[src/rtl/eprom_rd_pkg.sv]
// Package: shared state type and the delay-to-cycle conversion of the
// EPROM read controller. Assumes all delays are non-negative integers.
package eprom_rd_pkg;

    typedef enum logic [2:0] {
        ST_IDLE,
        ST_SETUP,
        ST_ASSERT,
        ST_WAIT,
        ST_CAPTURE,
        ST_FLOAT
    } rd_state_e;

    // Rounds a delay up to whole clock periods, never below one cycle.
    function automatic int unsigned dly2cyc(input int unsigned dly_ps,
                                            input int unsigned per_ps);
        int unsigned c;
        c = (dly_ps + per_ps - 1) / per_ps;
        return (c < 1) ? 1 : c;
    endfunction

endpackage

[src/rtl/eprom_rd_timer.sv]
// Down-counter that times one FSM state. A load of N-1 on state entry
// makes the state last N cycles; done is high in the last one.
// Assumes load is only pulsed on state transitions.
module eprom_rd_timer #(
    parameter int CNT_W = 6
) (
    input  logic             clk,
    input  logic             rst_n,
    input  logic             load,
    input  logic [CNT_W-1:0] load_val,
    output logic             done
);
    logic [CNT_W-1:0] cnt_q;

    // Count register: reload on state entry, else count down to zero.
    always_ff @(posedge clk) begin
        if (!rst_n)
            cnt_q <= '0;
        else if (load)
            cnt_q <= load_val;
        else if (cnt_q != '0)
            cnt_q <= cnt_q - 1'b1;
    end

    assign done = (cnt_q == '0);
endmodule

[src/rtl/eprom_bank_dec.sv]
// Turns the bank number into per-device active-low chip enables.
// At most one output is low, and only while en is high.
module eprom_bank_dec #(
    parameter int BANK_W = 2,
    localparam int NUM_DEV = 1 << BANK_W
) (
    input  logic [BANK_W-1:0]  bank,
    input  logic               en,
    output logic [NUM_DEV-1:0] sel_n
);
    for (genvar d = 0; d < NUM_DEV; d++) begin : g_dev
        assign sel_n[d] = !(en && (bank == BANK_W'(d)));
    end
endmodule

[src/rtl/eprom_rd_ctrl.sv]
// Host-side read controller for byte-wide asynchronous EPROMs.
// Sequences address, chip enable and shared output enable so that all
// three access paths mature on one sampling edge, then holds off new
// requests for the data-float time. Assumes the clock period and all
// delays are given in picoseconds and the devices share the data bus.
module eprom_rd_ctrl
    import eprom_rd_pkg::*;
#(
    parameter int ADDR_W    = 20,
    parameter int DATA_W    = 8,
    parameter int BANK_W    = 2,
    parameter int CLK_PS    = 5000,
    parameter int T_ACC_PS  = 150000,
    parameter int T_OE_PS   = 50000,
    parameter int T_DF_PS   = 40000,
    localparam int NUM_DEV  = 1 << BANK_W,
    localparam int REQ_W    = BANK_W + ADDR_W
) (
    input  logic               clk,
    input  logic               rst_n,
    input  logic               req_valid,
    output logic               req_ready,
    input  logic [REQ_W-1:0]   req_addr,
    output logic               rsp_valid,
    output logic [DATA_W-1:0]  rsp_data,
    output logic [ADDR_W-1:0]  mem_addr,
    output logic [NUM_DEV-1:0] mem_ce_n,
    output logic               mem_oe_n,
    input  logic [DATA_W-1:0]  mem_dq
);
    localparam int ACC_C  = int'(dly2cyc(T_ACC_PS, CLK_PS));
    localparam int OE_C   = int'(dly2cyc(T_OE_PS, CLK_PS));
    localparam int DF_C   = int'(dly2cyc(T_DF_PS, CLK_PS));
    localparam int GD_C   = (ACC_C - OE_C < 1) ? 1 : ACC_C - OE_C;
    localparam int MAX_C  = (GD_C > OE_C) ? ((GD_C > DF_C) ? GD_C : DF_C)
                                          : ((OE_C > DF_C) ? OE_C : DF_C);
    localparam int CNT_W  = $clog2(MAX_C + 1);

    rd_state_e        st_q, st_d;
    logic             tmr_load, tmr_done;
    logic [CNT_W-1:0] tmr_val;
    logic [REQ_W-1:0] addr_q;
    logic             ce_on;

    // Next state and timer reload for each state transition.
    always_comb begin
        st_d     = st_q;
        tmr_load = 1'b0;
        tmr_val  = '0;
        case (st_q)
            ST_IDLE:    if (req_valid) st_d = ST_SETUP;
            ST_SETUP: begin
                st_d     = ST_ASSERT;
                tmr_load = 1'b1;
                tmr_val  = CNT_W'(GD_C - 1);
            end
            ST_ASSERT: if (tmr_done) begin
                st_d     = ST_WAIT;
                tmr_load = 1'b1;
                tmr_val  = CNT_W'(OE_C - 1);
            end
            ST_WAIT:    if (tmr_done) st_d = ST_CAPTURE;
            ST_CAPTURE: begin
                st_d     = ST_FLOAT;
                tmr_load = 1'b1;
                tmr_val  = CNT_W'(DF_C - 1);
            end
            ST_FLOAT:   if (tmr_done) st_d = ST_IDLE;
            default:    st_d = ST_IDLE;
        endcase
    end

    // State register with synchronous reset to idle.
    always_ff @(posedge clk) begin
        if (!rst_n) st_q <= ST_IDLE;
        else        st_q <= st_d;
    end

    // Request address latch, loaded only when a request is taken.
    always_ff @(posedge clk) begin
        if (!rst_n)
            addr_q <= '0;
        else if (st_q == ST_IDLE && req_valid)
            addr_q <= req_addr;
    end

    // Data capture and one-cycle response strobe.
    always_ff @(posedge clk) begin
        if (!rst_n) begin
            rsp_valid <= 1'b0;
            rsp_data  <= '0;
        end else begin
            rsp_valid <= (st_q == ST_CAPTURE);
            if (st_q == ST_CAPTURE) rsp_data <= mem_dq;
        end
    end

    eprom_rd_timer #(.CNT_W(CNT_W)) u_timer (
        .clk      (clk),
        .rst_n    (rst_n),
        .load     (tmr_load),
        .load_val (tmr_val),
        .done     (tmr_done)
    );

    assign ce_on = (st_q == ST_ASSERT) || (st_q == ST_WAIT) || (st_q == ST_CAPTURE);

    eprom_bank_dec #(.BANK_W(BANK_W)) u_dec (
        .bank  (addr_q[REQ_W-1:ADDR_W]),
        .en    (ce_on),
        .sel_n (mem_ce_n)
    );

    assign mem_addr  = addr_q[ADDR_W-1:0];
    assign mem_oe_n  = !((st_q == ST_WAIT) || (st_q == ST_CAPTURE));
    assign req_ready = rst_n && (st_q == ST_IDLE);
endmodule

[config.mk]
export PLATFORM = sky130hd
export DESIGN_NAME = eprom_rd_ctrl
export DESIGN_NICKNAME = d
export VERILOG_FILES = /design/src/rtl/eprom_rd_pkg.sv /design/src/rtl/eprom_rd_timer.sv /design/src/rtl/eprom_bank_dec.sv /design/src/rtl/eprom_rd_ctrl.sv
export SDC_FILE = /design/constraint.sdc
export NUM_CORES = 1
export LEC_CHECK = 0
export ABC_AREA = 1
export CAP_MARGIN = 30
export CORE_MARGIN = 1
export CORE_UTILIZATION = 46
export DETAILED_ROUTE_END_ITERATION = 16
export PLACE_DENSITY_LB_ADDON = 0.12
export REMOVE_ABC_BUFFERS = 1
export SETUP_SLACK_MARGIN = 0.4
export SYNTH_ARGS = -nofsm -noshare
export SYNTH_HDL_FRONTEND = slang
export SYNTH_SLANG_ARGS = --single-unit
[constraint.sdc]
create_clock -name clk -period 3.2 [get_ports clk]
set_input_delay 0.96 -clock clk [delete_from_list [all_inputs] [get_ports clk]]
set_output_delay 0.96 -clock clk [all_outputs]
set_load 0.02 [all_outputs]
==> results.sh, run 1 <==
export IMPL_wl_met3_um=308
export IMPL_r2r_start="st_q[2]$_SDFFE_PN0P_"
export IMPL_vias_per_cell=4.86
export IMPL_num_rows=21
export IMPL_core_sq_um=3470
export IMPL_area_delta_synth_final_pct=40.7
export IMPL_tightest_slew_ns=0.392
export IMPL_cap_violations=0
export IMPL_synth_area_sq_um=1740
export IMPL_cts_setup_buffers=0
export IMPL_path_class="in -> out"
export IMPL_grt_pass1_vias=1534
export IMPL_grt_max_degree=27
export IMPL_grt_ovfl_total=0
export IMPL_slew_headroom_pct=73.8
export IMPL_wl_met2_mm=1.80
export IMPL_peakVddDrop_mv=0.494
export IMPL_final_cells=333
export IMPL_cp_start_kind="input port"
export IMPL_via_count=1617
export IMPL_die_y_um=63.4
export IMPL_dpl_hpwl_mm=2.69
export IMPL_ant_nets=0
export IMPL_wl_per_cell_um=11.6
export IMPL_setup_viol=0
export IMPL_port_buffers=67
export IMPL_worstPathMaxFanout=2
export IMPL_antenna_found_initial=0
export IMPL_cts_hold_buffers=0
export IMPL_clock_skew_final_ns=0.00472
export IMPL_synthArstFlopShare_pct=0
export IMPL_clock_sinks=39
export IMPL_drcViolationCount=0
export IMPL_slew_viol_final=0
export IMPL_cts_tree="done"
export IMPL_root_buffer="clkbuf_8"
export IMPL_total_power_w=0.00200
export IMPL_postSynthCellCount=237
export IMPL_crit_required_ns=2.24
export IMPL_yosys_top_cells_count="nand2_1 (42), dfxtp_1 (39), nand3_1 (34)"
export IMPL_routabilityCongestion=0.805
export IMPL_crit_start="rst_n"
export IMPL_synth_edf_count=0
export IMPL_nets=320
export IMPL_synthDistinctLibCells=19
export IMPL_cts_made_buffers=5
export IMPL_p_leak_nw=0.967
export IMPL_dr_first_iter_drc_count=64
export IMPL_clk_latency_ns=0.29
export IMPL_ys_ff_latch=39
export IMPL_track_usage_pct=20.8
export IMPL_die_area_sq_um=4020
export IMPL_outcome="finished, final reports clean"
export IMPL_worstSetupEndpointType="output pin"
export IMPL_num_antenna_cells=0
export IMPL_yosysTopAreaCell="dfxtp_1"
export IMPL_rsz0062_at_grt="true"
export IMPL_dieWidth_um=63.4
export IMPL_ios=68
export IMPL_max_freq_ghz=0.346
export IMPL_ys_seq_area_share_pct=45.0
export IMPL_cts_buffer_depth=2
export IMPL_synth_top_area_share_pct=45.0
export IMPL_arrival_ns=1.93
export IMPL_synth_most_common_cell="nand2_1"
export IMPL_post_place_cells=325
export IMPL_worstHoldStart="addr_q[12]$_SDFFE_PN0P_"
export IMPL_grt_pass1_wl_mm=6.51
export IMPL_syn_avg_cell_area_sq_um=7.32
export IMPL_start_util_pct=50.0
export IMPL_top_layer="met4"
export IMPL_met1_length_mm=1.75
export IMPL_hold_path_class="reg -> reg"
export IMPL_period_minus_slack_ns=2.89
export IMPL_yosys_warnings=0
export IMPL_clkSlewWorstSetupHoldPaths_ns=0.07
export IMPL_synth_flop_cell="dfxtp_1"
export IMPL_routed_wl_mm=3.88
export IMPL_drt_first_pass_iters=4
export IMPL_period_share_pct=90.4
export IMPL_hold_viol=0
export IMPL_drive_above_1_share_pct=7.32
export IMPL_htreeDepth=2
export IMPL_synth_area_leaders="dfxtp_1 (45%), nand3_1 (9.8%), nand2_1 (9.1%)"
export IMPL_powerDensity_nw_per_um2=820
[path summary, 6_finish.rpt]
kind / to / slack [ns] / depth (start not counted)
max reg2reg: addr_q[4]$_SDFFE_PN0P_ / 1.56 / 6
min reg2reg: addr_q[12]$_SDFFE_PN0P_ / 0.46 / 2
max: req_ready / 0.31 / 4
min: addr_q[12]$_SDFFE_PN0P_ / 0.46 / 2
[repair_timing]
item,CTS,global route
pin swaps,0,0
endpoints found under the hold margin,0,0
setup endpoints to repair,5,5
resized for setup,9,6
cloned,0,0
[metrics by stage]
| step | instance area, sq um | TNS (ns) | util [%] | worst slack (ns) | hold slack (ns) |
|---|---|---|---|---|---|
| finish | 2440 | 0 | 70.4 | 0.307 | 0.461 |
| global route | 2440 | 0 | 70.4 | 0.269 | 0.475 |
| CTS | 2430 | 0 | 70.0 | 0.291 | 0.463 |
| detailed placement | 2310 | -0.200 | 66.6 | -0.200 | 0.452 |
| global placement | 2310 | -0.245 | 66.6 | -0.245 | 0.447 |
| floorplan | 1540 | 0 | - | 0.148 | 0.477 |
[worst max-delay path, stage by stage]
cell and delay, ns:
clkdlybuf4s50_1 0.49, clkinv_1 0.10, nor4_2 0.18, buf_4 0.19
[final cells by class]
cell class,count,area [sq um]
sequential,39,785
inverter,16,60.1
clock buffer,5,68.8
fill,300,1030
clock inverter,3,43.8
timing repair buffer,73,723
tap,46,57.6
multi-input combinational,151,704
[power breakdown]
group | switching [W] | internal (W) | total [W]
clock | 0.000172 | 0.000232 | 0.000404
sequential | 0.0000808 | 0.000605 | 0.000685
combinational | 0.000533 | 0.000381 | 0.000914
total | 0.000786 | 0.00122 | 0.00200
[cells in the final DEF (no fill, tap or decap)]
master,count
nand2_1,41
dfxtp_1,36
a31oi_1,2
o21bai_1,1
inv_1,15
dfxtp_2,3
nor2_1,28
nor3_2,1
clkinv_4,1
nor3_1,1
buf_4,7
clkinv_1,1
ha_1,1
xor2_1,2
bufinv_16,1
clkbuf_8,5
nand3_1,34
a21oi_1,26
clkdlybuf4s50_1,62
nor4_2,1
dlymetal6s2s_1,4
nand2_2,1
nand4_1,1
clkinv_2,1
o21ai_0,11
[state kept, by name, indices dropped and copies added, names as in the netlist]
name           flops
st_q               3
rsp_data           8
rsp_valid          1
addr_q            22
u_timer.cnt_q      5
[metal layers]
metal / global-route usage (%) / vias up
met5: 0 / -
met4: 5.97 / 0
met1: 24.3 / 704
met3: 8.15 / 2
met2: 34.8 / 59
li1: - / 852
[cells by family (layout without fill, tap and decap cells)]
group | count (synthesis) | after routing | share of synthesized area [%]
flops | 39 | 39 | 45.0
compound gates | 40 | 40 | 11.8
simple gates | 108 | 108 | 26.5
xor+xnor | 2 | 2 | 1.01
fa+ha+maj | 1 | 1 | 0.721
buf+inv | 47 | 97 | 14.9
Note: power is estimated with default switching activity, not from simulation.
==> run 2: changes to the inputs <==
- CTS_CLUSTER_SIZE: unset -> 14
==> results of run 2 <==
The final DEF is identical to that of run 1; final timing and power are the same.
